File: config.mk
export PLATFORM = sky130hd
export DESIGN_NAME = bus2udp_tx_bridge
export DESIGN_NICKNAME = d
export VERILOG_FILES = /design/src/rtl/b2u_pkg.sv /design/src/rtl/b2u_reply.sv /design/src/rtl/b2u_unpack.sv /design/src/rtl/bus2udp_tx_bridge.sv
export SDC_FILE = /design/constraint.sdc
export NUM_CORES = 1
export LEC_CHECK = 0
export ABC_AREA = 1
export BUFFER_PORTS_ARGS = -buffer_cell sky130_fd_sc_hd__buf_2
export CORE_ASPECT_RATIO = 1.4
export CORE_MARGIN = 4
export CORE_UTILIZATION = 45
export CTS_CLUSTER_SIZE = 8
export DETAILED_ROUTE_END_ITERATION = 10
export PLACE_DENSITY = 0.76
export SETUP_SLACK_MARGIN = 0.3
export SYNTH_ARGS = -nofsm -noshare
export SYNTH_HDL_FRONTEND = slang
export SYNTH_SLANG_ARGS = --single-unit
File: constraint.sdc
create_clock -name clk -period 1.9 [get_ports clk]
set_clock_uncertainty 0.1 [all_clocks]
set_input_delay 0.38 -clock clk [delete_from_list [all_inputs] [get_ports clk]]
set_output_delay 0.38 -clock clk [all_outputs]
set_load 0.01 [all_outputs]
File: src/rtl/b2u_pkg.sv
`timescale 1ns/1ps
package b2u_pkg;

   typedef enum logic [2:0] {
      P_IDLE, P_CMD, P_IP, P_PORTS, P_REPLY, P_ACK, P_PAY, P_SKIP
   } parse_e;

   typedef enum logic [1:0] {
      R_IDLE, R_ADDR, R_CODE
   } reply_e;

   localparam logic [3:0] OP_TXCFG  = 4'h0;
   localparam logic [3:0] OP_TXDATA = 4'h1;

endpackage

File: src/rtl/b2u_reply.sv
`timescale 1ns/1ps
module b2u_reply
   import b2u_pkg::*;
#(
   parameter int                 DATA_W   = 32,
   parameter logic [DATA_W-1:0]  ACK_CODE = 32'h5800_0000
) (
   input  logic              clk,
   input  logic              rst_n,
   input  logic              start,
   input  logic [DATA_W-1:0] addr,
   input  logic              full,
   output logic              we,
   output logic              av,
   output logic [DATA_W-1:0] data,
   output logic              busy
);

   reply_e            st;
   logic [DATA_W-1:0] addr_r;
   logic              accept;

   assign we     = (st != R_IDLE);
   assign av     = (st == R_ADDR);
   assign data   = (st == R_ADDR) ? addr_r : ACK_CODE;
   assign busy   = we;
   assign accept = we && !full;

   always_ff @(posedge clk or negedge rst_n) begin
      if (!rst_n) begin
         st     <= R_IDLE;
         addr_r <= '0;
      end else begin
         case (st)
            R_IDLE: if (start) begin
               addr_r <= addr;
               st     <= R_ADDR;
            end
            R_ADDR: if (accept) st <= R_CODE;
            R_CODE: if (accept) st <= R_IDLE;
            default: st <= R_IDLE;
         endcase
      end
   end

   // a stalled word is held unchanged
   a_r4_stall_hold: assert property (@(posedge clk) disable iff (!rst_n)
      we && full |=> we && $stable(data) && $stable(av));

   // the address word is followed by the code word
   a_r3_code_follows: assert property (@(posedge clk) disable iff (!rst_n)
      accept && av |=> we && !av);

endmodule

File: src/rtl/b2u_unpack.sv
`timescale 1ns/1ps
module b2u_unpack #(
   parameter int DATA_W = 32,
   parameter int HALF_W = 16,
   parameter int CNT_W  = 11
) (
   input  logic              clk,
   input  logic              rst_n,
   input  logic              start,
   input  logic [CNT_W-1:0]  total,
   input  logic              load,
   input  logic [DATA_W-1:0] word_in,
   input  logic              re,
   output logic              need,
   output logic              valid,
   output logic [HALF_W-1:0] data,
   output logic              new_tx,
   output logic              done
);

   logic [CNT_W-1:0]  left;
   logic [DATA_W-1:0] hold;
   logic              hv;
   logic              hi;
   logic              fire;

   assign need  = (left != '0) && !hv;
   assign valid = hv;
   assign data  = hi ? hold[DATA_W-1:HALF_W] : hold[HALF_W-1:0];
   assign fire  = hv && re;
   assign done  = fire && (left == CNT_W'(1));

   always_ff @(posedge clk or negedge rst_n) begin
      if (!rst_n) begin
         left   <= '0;
         hold   <= '0;
         hv     <= 1'b0;
         hi     <= 1'b0;
         new_tx <= 1'b0;
      end else begin
         if (start) begin
            left <= total;
            hi   <= 1'b0;
         end
         if (load) begin
            hold   <= word_in;
            hv     <= 1'b1;
            hi     <= 1'b0;
            new_tx <= 1'b1;
         end
         if (fire) begin
            left <= left - CNT_W'(1);
            if (!hi && left > CNT_W'(1)) hi <= 1'b1;
            else                         hv <= 1'b0;
            if (left == CNT_W'(1)) new_tx <= 1'b0;
         end
      end
   end

   // without read-enable the half-word holds
   a_r7_stall_hold: assert property (@(posedge clk) disable iff (!rst_n)
      hv && !re |=> hv && $stable(data));

   // the transmit flag rises together with valid data
   a_r5_flag_with_valid: assert property (@(posedge clk) disable iff (!rst_n)
      $rose(new_tx) |-> hv);

   a_r5_valid_needs_flag: assert property (@(posedge clk) disable iff (!rst_n)
      hv |-> new_tx);

   // the last transfer closes the transmit
   a_r8_close: assert property (@(posedge clk) disable iff (!rst_n)
      done |=> !new_tx && !hv);

endmodule

File: src/rtl/bus2udp_tx_bridge.sv
`timescale 1ns/1ps
module bus2udp_tx_bridge
   import b2u_pkg::*;
#(
   parameter int                DATA_W   = 32,
   parameter int                HALF_W   = 16,
   parameter int                LEN_W    = 11,
   parameter int                OP_W     = 4,
   parameter logic [DATA_W-1:0] ACK_CODE = 32'h5800_0000
) (
   input  logic              clk,
   input  logic              rst_n,
   input  logic [DATA_W-1:0] bus_rx_data,
   input  logic              bus_rx_av,
   input  logic              bus_rx_empty,
   output logic              bus_rx_re,
   output logic [DATA_W-1:0] bus_tx_data,
   output logic              bus_tx_av,
   output logic              bus_tx_we,
   input  logic              bus_tx_full,
   output logic              udp_new_tx,
   output logic [LEN_W-1:0]  udp_len,
   output logic [DATA_W-1:0] udp_dst_ip,
   output logic [HALF_W-1:0] udp_dst_port,
   output logic [HALF_W-1:0] udp_src_port,
   output logic [HALF_W-1:0] udp_data,
   output logic              udp_valid,
   input  logic              udp_re
);

   localparam int LEN_HI = DATA_W - OP_W - 1;
   localparam int LEN_LO = LEN_HI - LEN_W + 1;

   generate
      if (DATA_W != 2 * HALF_W) begin : g_bad_half
         $error("DATA_W must be twice HALF_W");
      end
      if (OP_W + LEN_W > DATA_W) begin : g_bad_hdr
         $error("opcode and length do not fit in a word");
      end
      if (OP_W != 4) begin : g_bad_op
         $error("opcode field must be 4 bits");
      end
   endgenerate

   parse_e            st;
   logic              cfg_ok;
   logic [DATA_W-1:0] ip_sh;
   logic [DATA_W-1:0] ports_sh;
   logic [LEN_W-1:0]  skip_left;

   logic              take;
   logic [OP_W-1:0]   hdr_op;
   logic [LEN_W-1:0]  hdr_len;
   logic [LEN_W:0]    len_ext;
   logic [LEN_W-1:0]  hdr_words;
   logic [LEN_W-1:0]  hdr_halves;
   logic              rep_start;
   logic              rep_busy;
   logic              up_start;
   logic              up_need;
   logic              up_done;

   assign hdr_op     = bus_rx_data[DATA_W-1 -: OP_W];
   assign hdr_len    = bus_rx_data[LEN_HI:LEN_LO];
   assign len_ext    = {1'b0, hdr_len};
   assign hdr_words  = LEN_W'((len_ext + (LEN_W+1)'(3)) >> 2);
   assign hdr_halves = LEN_W'((len_ext + (LEN_W+1)'(1)) >> 1);

   always_comb begin
      case (st)
         P_ACK:   bus_rx_re = 1'b0;
         P_PAY:   bus_rx_re = up_need;
         default: bus_rx_re = 1'b1;
      endcase
   end

   assign take      = bus_rx_re && !bus_rx_empty;
   assign rep_start = take && (st == P_REPLY) && !bus_rx_av;
   assign up_start  = take && (st == P_CMD) && !bus_rx_av && (hdr_op == OP_TXDATA)
                      && cfg_ok && (hdr_len != '0);

   always_ff @(posedge clk or negedge rst_n) begin
      if (!rst_n) begin
         st           <= P_IDLE;
         cfg_ok       <= 1'b0;
         ip_sh        <= '0;
         ports_sh     <= '0;
         skip_left    <= '0;
         udp_len      <= '0;
         udp_dst_ip   <= '0;
         udp_dst_port <= '0;
         udp_src_port <= '0;
      end else begin
         case (st)
            P_IDLE: if (take && bus_rx_av) st <= P_CMD;
            P_CMD: if (take && !bus_rx_av) begin
               if (hdr_op == OP_TXCFG) begin
                  st <= P_IP;
               end else if (hdr_op == OP_TXDATA && hdr_len != '0) begin
                  if (cfg_ok) begin
                     udp_len <= hdr_len;
                     st      <= P_PAY;
                  end else begin
                     skip_left <= hdr_words;
                     st        <= P_SKIP;
                  end
               end else begin
                  st <= P_IDLE;
               end
            end
            P_IP: if (take) begin
               if (bus_rx_av) st <= P_CMD;
               else begin
                  ip_sh <= bus_rx_data;
                  st    <= P_PORTS;
               end
            end
            P_PORTS: if (take) begin
               if (bus_rx_av) st <= P_CMD;
               else begin
                  ports_sh <= bus_rx_data;
                  st       <= P_REPLY;
               end
            end
            P_REPLY: if (take) begin
               if (bus_rx_av) st <= P_CMD;
               else begin
                  udp_dst_ip   <= ip_sh;
                  udp_dst_port <= ports_sh[DATA_W-1:HALF_W];
                  udp_src_port <= ports_sh[HALF_W-1:0];
                  cfg_ok       <= 1'b1;
                  st           <= P_ACK;
               end
            end
            P_ACK: if (!rep_busy) st <= P_IDLE;
            P_PAY: if (up_done) st <= P_IDLE;
            P_SKIP: if (take) begin
               if (bus_rx_av) st <= P_CMD;
               else begin
                  skip_left <= skip_left - LEN_W'(1);
                  if (skip_left == LEN_W'(1)) st <= P_IDLE;
               end
            end
            default: st <= P_IDLE;
         endcase
      end
   end

   b2u_reply #(
      .DATA_W   (DATA_W),
      .ACK_CODE (ACK_CODE)
   ) i_reply (
      .clk   (clk),
      .rst_n (rst_n),
      .start (rep_start),
      .addr  (bus_rx_data),
      .full  (bus_tx_full),
      .we    (bus_tx_we),
      .av    (bus_tx_av),
      .data  (bus_tx_data),
      .busy  (rep_busy)
   );

   b2u_unpack #(
      .DATA_W (DATA_W),
      .HALF_W (HALF_W),
      .CNT_W  (LEN_W)
   ) i_unpack (
      .clk     (clk),
      .rst_n   (rst_n),
      .start   (up_start),
      .total   (hdr_halves),
      .load    (take && st == P_PAY),
      .word_in (bus_rx_data),
      .re      (udp_re),
      .need    (up_need),
      .valid   (udp_valid),
      .data    (udp_data),
      .new_tx  (udp_new_tx),
      .done    (up_done)
   );

   // no bus read while the reply is outstanding
   a_r10_no_read_in_reply: assert property (@(posedge clk) disable iff (!rst_n)
      rep_busy |-> !bus_rx_re);

   // discarding a payload never starts a transmit
   a_r9_skip_silent: assert property (@(posedge clk) disable iff (!rst_n)
      st == P_SKIP |-> !udp_new_tx);

   // addressing stays fixed while a transmit is open
   a_r5_len_steady: assert property (@(posedge clk) disable iff (!rst_n)
      udp_new_tx && $past(udp_new_tx) |-> $stable(udp_len) && $stable(udp_dst_ip));

endmodule

==> impl_metrics.tcl, run 1 <==
set metrics [dict create \
    violations "setup timing" \
    cts-root-buf "clkbuf_16" \
    pin_count 166 \
    nets 1612 \
    drc 0 \
    synth_edf_count 0 \
    clkLatencyLatePin_ns 0.50 \
    fmax_mhz 460 \
    ys_seq_area_share_pct 55.4 \
    wirelength_um 39000 \
    seqPwrFrac_pct 38.2 \
    die_x_um 138 \
    synth-seq-cells 234 \
    p_per_area_nw_per_um2 1270 \
    slew_headroom_pct 51.3 \
    r2r_slack_ns -0.21 \
    period_minus_slack_ns 2.17 \
    wl_per_cell_um 20.8 \
    hold_depth 3 \
    path_class "reg -> out" \
    maxSlewViolCount 0 \
    cts.sinks 234 \
    synth_warnings 0 \
    synth_top_area_cell "dfrtp_1" \
    drive_gt1_share_pct 44.1 \
    p_clk_share_pct 26.8 \
    rr_worst_depth 13 \
    worst_pin_slew_ns 0.726 \
    netlist_area_um2 10600 \
    critPathMaxStageDelay_ns 0.42 \
    max_cap_violations 0 \
    r2r-start "i_unpack.left[8]" \
    yosys.cell_types.count 40 \
    grt_max_degree 68 \
    fin_crit_sh_pct 114 \
    hold_path.class "in -> reg" \
    place.detailed.hpwl_um 20000 \
    die-area_um2 26000 \
    place.gp.congestion 0.899 \
    synth.avg_cell_area_um2 8.43 \
    synthesis.nets 1299 \
    start_kind "flip-flop" \
    clk_pin_slew_ns 0.05 \
    p_int_uw 13100 \
    clock_path_buffers 3 \
    swShare_pct 36.1 \
    vdd_drop_max_mv 0.911 \
    grt_pass1_vias 9786 \
    path_cells "nor2_4, inv_6, buf_12, buf_12, nor2_4, buf_6" \
    rows 66 \
    p_leak_uw 0.00853 \
    grt_pass1_wl_um 51600 \
    hold_end "i_reply.st[0]" \
    critPathCaptureType "primary output" \
    area_growth_pct 52.7 \
    drt-initial-drc-count 716 \
    cts_tree "built" \
    die_h_um 189 \
    viasPerCell 5.49 \
    synth_top_area_share_pct 55.4 \
    antenna_found_initial 0 \
    port-buffer-count 165 \
    numCtsBuffers 35 \
    coreArea_um2 23200 \
    p_sw_uw 7420 \
    crit_required_ns 1.42 \
    setup_slack_ns -0.273 \
    final-hold-violation-count 0 \
    fin_util_pct 69.5 \
    cp.arrival_ns 1.69 \
    yosys-top-cells-area "dfrtp_1 55%, nand2_1 18%, o21ai_0 4.9%, inv_1 3.7%, o21ai_2 3.2%" \
    ant_nets 0 \
    async_reset_ff_share_pct 100 \
    cts_max_level 2 \
    outcome "finished, violations left" \
    ys.flop_type "dfrtp_1" \
    setup_viol_count_final 149 \
    track_usage_pct 25.5 \
    syn_inst 1254 \
    total_power_uw 20500 \
    rsz0062_at_grt "true" \
    combPwrFrac_pct 35.1 \
    overflow 0 \
    first_pass_iters 5 \
    min_from "bus_tx_full" \
    num_antenna_cells 0 \
    slowest_stage "dfrtp_1" \
    floorplan.initialDensity_pct 45.5 \
    vias 10304 \
    worstPathMaxFanout 8 \
    critical_path.startpoint "i_reply.st[1]" \
    crit-reg2reg-capture "ports_sh[4]" \
]
## layer usage
metal	global-route usage [%]	wire length, um
met5	0	0
met3	3.59	2470
met2	43.6	20200
met1	30.2	13500
met4	14.6	2860
## critical path, delay by kind of cell (launching register included)
kind / cells / cell delay, ns
buffers and inverters: 4 / 0.50
AND/OR/NAND/NOR: 2 / 0.27
flip-flops: 1 / 0.42
## synth_stat cells, types with 2 or more instances
master    instances
nand3b_1          2
a21oi_1          17
o21ai_1          22
nor2_1           67
nand2_2           4
or2_2             3
o21ai_2          39
o211ai_1          7
buf_4             2
ha_1              7
o21ai_0         104
buf_2             9
a22oi_1           2
inv_1           105
xor2_1           10
buf_1             8
clkinv_1          2
dfrtp_1         234
nand3_1          35
nand2_1         499
nor2_2            4
clkbuf_1         18
nor3_1            7
nand2_4           2
nand4_1           8
buf_6            18
inv_2             6
## metrics by stage
step	TNS, ns	instances	worst slack, ns	hold WS [ns]	cell area (um2)
after floorplan	0	1254	0.172	-0.0156	10600
after global placement	-3.52	1742	-0.187	0.154	12200
after detailed placement	-4.84	1742	-0.289	0.156	12200
after CTS	-12.62	1831	-0.250	0.00244	14300
after global routing	-25.17	1876	-0.313	0.0375	16100
final	-16.14	1876	-0.273	0.0185	16100
## flip-flops by register name, summed over array words and instances (netlist names)
name / cells
cfg_ok: 1
udp_dst_port: 16
i_unpack.hold: 32
i_unpack.left: 11
i_reply.st: 2
udp_dst_ip: 32
skip_left: 11
ip_sh: 32
st: 3
udp_src_port: 16
ports_sh: 32
i_reply.addr_r: 32
udp_len: 11
i_unpack.new_tx: 1
i_unpack.valid: 1
i_unpack.hi: 1
## final cells by class
type	instances	area [um2]
Timing Repair Buffer	325	3270
Tap cell	306	383
Sequential cell	234	5860
Clock buffer	37	905
Fill cell	1564	7070
Clock inverter	3	32.5
Inverter	114	484
Timing Repair inverter	2	15.0
Multi-Input combinational cell	855	5180
## how the worst max path moves through the flow
stage	to	slack, ns	cells past startpoint
finish	bus_tx_data[19]	-0.27	6
global route	bus_tx_data[20]	-0.31	6
CTS	bus_tx_data[25]	-0.25	7
detailed placement	udp_len[1]	-0.29	6
global placement	udp_len[3]	-0.19	10
floorplan	skip_left[3]	0.17	13
## cells by family after synthesis
family	after synthesis	synth area share (%)
AOI/OAI and AO/OA	197	11.1
buffers and inverters	169	7.48
and+or+nand+nor	636	24.3
adders and majority gates	7	0.829
xor gates and xnor gates	11	0.912
DFF	234	55.4
## cells in the final DEF, fill, tap and decap left out, types with 2 or more instances in the layout
master      Yosys  layout
nor3_2          1       2
clkinvlp_4      0       3
nand3b_1        2       2
o21ai_1        22      33
or2_2           3       2
nand4_4         1       2
inv_1         105      96
o21ai_2        39      71
nand2_8         0       5
dfrtp_1       234     232
nor2_1         67      41
xor2_1         10      10
buf_6          18      57
nand3_1        35      33
ha_4            0       2
inv_4           1       2
clkbuf_16       0      50
buf_4           2      70
nand4_1         8       8
ha_1            7       5
dfrtp_2         0       2
o21ai_0       104      60
buf_8           0       5
buf_16          0      18
nor3_1          7       6
inv_6           0       2
nand2_1       499     318
nor2_2          4      12
clkinv_4        0       2
nand2_2         4     114
inv_2           6       9
buf_12          0      25
nand2_4         2      72
nand3_4         0       2
a21oi_1        17      16
buf_2           9     135
a22oi_1         2       2
o211ai_1        7       7
nor2_4          0      18
clkinv_8        0       2
## timing repair
| item | CTS | global route |
|---|---|---|
| hold endpoints to repair | 197 | 0 |
| setup endpoints to repair | 248 | 273 |
| pin swaps | 18 | 70 |
| cloned | 20 | 21 |
| gates resized for setup | 125 | 363 |
| buffers inserted | 28 | 24 |
| hold buffers | 1 | 0 |
## power groups by stage
stage / Sequential [uW] / Clock [uW] / Combinational [uW]
after global placement: 7360 / 0 / 4420
after global routing: 7980 / 5770 / 7760
after floorplan: 7410 / 0 / 2710
final: 7840 / 5490 / 7200
after CTS: 7410 / 5520 / 5470
after detailed placement: 7410 / 0 / 4550
No activity file was read; power rests on OpenSTA's default activity.
==> run 2: changes to the inputs <==
- PLACE_DENSITY: 0.76 -> 0.78
- clock period: 1.9 -> 1.84 ns (I/O delays scaled with it)
==> run 2 against run 1 <==
The flow still finishes with violations (setup timing). Total power hardly changed. Die area did not move. Worst setup slack got worse by 0.053 ns. Hold slack lost 0.0063 ns. Wire length fell by 5.5%. Design area fell by 3.4%. Register-to-register slack about the same. Via count down 1.8%. Sequential power up 0.5%. Critical path type unchanged. Largest power group unchanged.
==> impl_metrics.tcl, run 2 (synthesized netlist as in run 1, its figures left out) <==
set metrics [dict create \
    outcome "finished, violations left" \
    violations "setup timing" \
    vdd_drop_max_mv 0.677 \
    hold_depth 3 \
    ant_nets 0 \
    p_per_area_nw_per_um2 1320 \
    slew_headroom_pct 70.0 \
    place.gp.congestion 0.955 \
    numCtsBuffers 35 \
    p_int_uw 13200 \
    crit-reg2reg-capture "ports_sh[28]" \
    die-area_um2 26000 \
    cts-root-buf "clkbuf_16" \
    swShare_pct 36.0 \
    hold_end "udp_len[10]" \
    port-buffer-count 165 \
    p_clk_share_pct 27.7 \
    start_kind "flip-flop" \
    wl_per_cell_um 19.7 \
    crit_required_ns 1.37 \
    drc 0 \
    floorplan.initialDensity_pct 45.5 \
    nets 1609 \
    drive_gt1_share_pct 38.9 \
    cts.sinks 234 \
    antenna_found_initial 0 \
    die_x_um 138 \
    setup_slack_ns -0.326 \
    path_class "reg -> out" \
    p_leak_uw 0.00813 \
    r2r_slack_ns -0.20 \
    seqPwrFrac_pct 38.3 \
    clkLatencyLatePin_ns 0.51 \
    p_sw_uw 7400 \
    final_area_um2 15600 \
    hold_slack_ns 0.0122 \
    r2r-start "i_unpack.left[9]" \
    vias 10115 \
    cp.arrival_ns 1.70 \
    final_cell_mix "404 x nand2_1, 233 x dfrtp_1, 118 x buf_2" \
    grt_pass1_vias 9892 \
    pin_count 166 \
    viasPerCell 5.40 \
    num_antenna_cells 0 \
    worst_pin_slew_ns 0.448 \
    combPwrFrac_pct 34.0 \
    wirelength_um 36800 \
    first_pass_iters 5 \
    rows 66 \
    place_area_um2 12400 \
    grt_max_degree 55 \
    rr_worst_depth 14 \
    worstPathMaxFanout 5 \
    area_growth_pct 47.5 \
    rsz0062_at_grt "true" \
    fmax_mhz 462 \
    place.detailed.hpwl_um 20800 \
    layout_commonest_cell "nand2_1" \
    die_h_um 189 \
    maxSlewViolCount 0 \
    min_from "bus_rx_data[27]" \
    grt_pass1_wl_um 52300 \
    period_minus_slack_ns 2.17 \
    coreArea_um2 23200 \
    clk_pin_slew_ns 0.06 \
    final-hold-violation-count 0 \
    setup_viol_count_final 204 \
    drt-initial-drc-count 741 \
    fin_crit_sh_pct 118 \
    cts_max_level 2 \
    max_cap_violations 0 \
    clock_path_buffers 3 \
    critPathCaptureType "primary output" \
    track_usage_pct 25.6 \
    hold_path.class "in -> reg" \
    cts_tree "built" \
    overflow 0 \
]
-- run 2: area by class of cell --
type,count,area (um2)
Tap cell,306,383
Sequential cell,234,5860
Clock buffer,36,901
Multi-Input combinational cell,855,4880
Fill cell,1618,7620
Inverter,114,460
Timing Repair inverter,2,25.0
Clock inverter,3,33.8
Timing Repair Buffer,322,3040
-- run 2: power by group through the flow --
| stage | registers, uW | logic, uW | clock network [uW] |
|---|---|---|---|
| finish | 7880 | 6980 | 5690 |
| global route | 8030 | 7550 | 5980 |
| CTS | 7730 | 6090 | 5680 |
| detailed placement | 7690 | 4950 | 0 |
| global placement | 7630 | 4810 | 0 |
| floorplan | 7710 | 2930 | 0 |
-- run 2: what timing repair did --
item,4_1_cts,5_1_grt
resized for setup,178,163
gates cloned,20,7
hold endpoints to repair,37,0
pin swaps,32,21
buffers inserted,36,14
hold buffers,1,0
setup endpoints to repair,284,291
-- run 2: worst max path at each step --
stage	start	endpoint	slack (ns)	depth (start not counted)
final	i_reply.st[1]	bus_tx_data[0]	-0.33	6
after global routing	i_unpack.left[9]	bus_rx_re	-0.36	7
after CTS	i_unpack.left[4]	bus_rx_re	-0.25	7
after detailed placement	bus_rx_data[17]	udp_len[6]	-0.30	11
after global placement	bus_rx_data[17]	udp_len[0]	-0.18	11
after floorplan	bus_rx_data[18]	skip_left[3]	0.12	13
-- run 2: metal layers --
| layer | GRT usage [%] | share of wire, % | up-vias |
|---|---|---|---|
| li1 | - | - | 4574 |
| met1 | 31.0 | 35 | 4863 |
| met2 | 45.0 | 52 | 516 |
| met3 | 3.24 | 6.5 | 162 |
| met4 | 11.6 | 6.5 | 0 |
| met5 | 0 | 0 | - |
-- run 2: worst max-delay path, stage by stage, from the launching register on --
cell,delay [ns]
dfrtp_1,0.42
nor2_4,0.18
inv_4,0.08
buf_12,0.15
buf_8,0.13
nor2_2,0.10
buf_2,0.14
-- run 2: through the flow --
| step | instances | power, uW | worst slack, ns | TNS [ns] | util, % |
|---|---|---|---|---|---|
| 3_3_place_gp | 1755 | 12400 | -0.182 | -2.04 | 53.5 |
| 4_1_cts | 1851 | 19500 | -0.255 | -11.20 | 63.4 |
| 3_5_place_dp | 1755 | 12600 | -0.304 | -3.76 | 53.5 |
| 6_report | 1872 | 20500 | -0.326 | -22.93 | 67.1 |
| 5_1_grt | 1872 | 21600 | -0.357 | -40.92 | 67.1 |
| 2_1_floorplan | 1254 | 10600 | 0.120 | 0 | - |
==> run 3: changes to the inputs <==
- MAX_ROUTING_LAYER: not set -> met4
==> run 3 against run 2 <==
The flow still finishes with violations (setup timing). Total power grew 12%. Sequential share of layout area shrank 4.5 points. Flip-flop and latch count is the same. Maximum frequency shrank 8.2%. Highest routed layer unchanged.
==> impl_metrics.tcl, run 3 (synthesized netlist as in run 1, its figures left out) <==
set metrics [dict create \
    outcome "finished, violations left" \
    violations "setup timing" \
    track_usage_pct 28.9 \
    path_cells "nor2_4, clkinvlp_4, buf_6, buf_6, nor2_1, buf_2" \
    floorplan.initialDensity_pct 45.5 \
    overflow 0 \
    worstPathMaxFanout 6 \
    slowest_stage "dfrtp_1" \
    place.detailed.hpwl_um 20500 \
    start_kind "flip-flop" \
    final_area_um2 17700 \
    critPathMaxStageDelay_ns 0.45 \
    cts_max_level 2 \
    p_per_area_nw_per_um2 1300 \
    clock_path_buffers 3 \
    wl_met2_um 23600 \
    p_int_uw 14200 \
    highest_layer "met4" \
    drc 0 \
    layout_commonest_cell "dfrtp_1" \
    die_x_um 138 \
    clk_pin_slew_ns 0.06 \
    wl_met1_um 15100 \
    grt_pass1_vias 10550 \
    seqPwrFrac_pct 36.6 \
    pin_count 166 \
    vdd_drop_max_mv 0.832 \
    crit-reg2reg-capture "ip_sh[19]" \
    place_area_um2 12400 \
    die-area_um2 26000 \
    r2r-start "i_unpack.left[7]" \
    p_leak_uw 0.00901 \
    hold_depth 3 \
    place.gp.congestion 0.947 \
    antenna_found_initial 0 \
    path_buf_inv 4 \
    max_cap_violations 0 \
    cp.arrival_ns 1.89 \
    cp_common_cell "buf_6" \
    grt_max_degree 58 \
    clkLatencyLatePin_ns 0.51 \
    combPwrFrac_pct 38.2 \
    port-buffer-count 165 \
    met3_length_um 4000 \
    p_clk_share_pct 25.2 \
    cts_tree "built" \
    ant_nets 0 \
    critical_path.startpoint "i_reply.st[1]" \
    rows 66 \
    slew_headroom_pct 69.5 \
    fin_crit_sh_pct 128 \
    numCtsBuffers 35 \
    grt_pass1_wl_um 57000 \
    drt-initial-drc-count 1332 \
    coreArea_um2 23200 \
    setup_slack_ns -0.521 \
    num_antenna_cells 0 \
    area_growth_pct 67.6 \
    wirelength_um 47700 \
    rr_worst_depth 14 \
    fin_tns_setup_ns -47.44 \
    critPathCaptureType "primary output" \
    pre_cts_ws_ns -0.325 \
    setup_viol_count_final 210 \
    r2r_slack_ns -0.34 \
    vias 11404 \
    p_sw_uw 8920 \
    period_minus_slack_ns 2.36 \
    crit_required_ns 1.37 \
    drive_gt1_share_pct 55.6 \
    maxSlewViolCount 0 \
    cts-root-buf "clkbuf_16" \
    first_pass_iters 7 \
    die_h_um 189 \
    fmax_mhz 424 \
    path_class "reg -> out" \
    cts.sinks 234 \
    crit_family "buffers and inverters" \
    rsz0062_at_grt "true" \
    min_from "bus_rx_data[17]" \
    final_cell_mix "231 x dfrtp_1, 205 x nand2_1, 159 x nand2_4" \
    viasPerCell 5.91 \
    worst_pin_slew_ns 0.458 \
    hold_end "udp_len[0]" \
    hold_path.class "in -> reg" \
    nets 1665 \
    final-hold-violation-count 0 \
    wl_per_cell_um 24.7 \
    swShare_pct 38.6 \
]
[run 3: final cells by class]
class                           instances  area (um2)
Timing Repair Buffer                  376        3870
Timing Repair inverter                  3        38.8
Multi-Input combinational cell        856        6120
Sequential cell                       234        5860
Fill cell                            1249        5500
Clock buffer                           36         901
Clock inverter                          3        33.8
Tap cell                              306         383
Inverter                              114         490
[run 3: worst max-delay path by stage]
| stage | end | slack (ns) | cells past startpoint |
|---|---|---|---|
| floorplan | skip_left[3] | 0.12 | 13 |
| global placement | udp_len[5] | -0.18 | 11 |
| detailed placement | udp_len[4] | -0.32 | 11 |
| CTS | bus_tx_data[9] | -0.28 | 7 |
| global route | bus_tx_data[17] | -0.57 | 6 |
| finish | bus_tx_data[24] | -0.52 | 6 |
[run 3: power groups by stage]
| stage | sequential [uW] | combinational, uW | clock, uW |
|---|---|---|---|
| floorplan | 7710 | 2930 | 0 |
| global placement | 7630 | 4850 | 0 |
| detailed placement | 7670 | 5010 | 0 |
| CTS | 7780 | 6470 | 5680 |
| global route | 8550 | 9310 | 6030 |
| finish | 8450 | 8830 | 5810 |
[run 3: layer usage]
layer,vias up,global-route usage [%]
met4,0,15.4
met2,884,49.5
met5,-,-
met3,364,4.23
li1,4698,-
met1,5458,32.3
[run 3: tightest hold or removal path, stage by stage]
cell	delay (ns)
buf_2	0.12
nand2_1	0.06
nand2_1	0.05
[run 3: what timing repair did]
item                       in CTS  in global routing
hold buffers                    1                  0
gates cloned                   29                 13
pin swaps                      46                 57
setup endpoints to repair     286                299
hold endpoints to repair       39                  0
resized for setup             273                483
setup buffers                  47                 38
[run 3: stage by stage]
step | cells | hold WS [ns] | util, % | power (uW)
4_1_cts | 1877 | 0.0254 | 66.3 | 19900
3_5_place_dp | 1761 | 0.193 | 53.6 | 12700
6_report | 1928 | 0.0188 | 76.3 | 23100
2_1_floorplan | 1254 | -0.0276 | - | 10600
5_1_grt | 1928 | 0.0378 | 76.3 | 23900
3_3_place_gp | 1761 | 0.195 | 53.6 | 12500
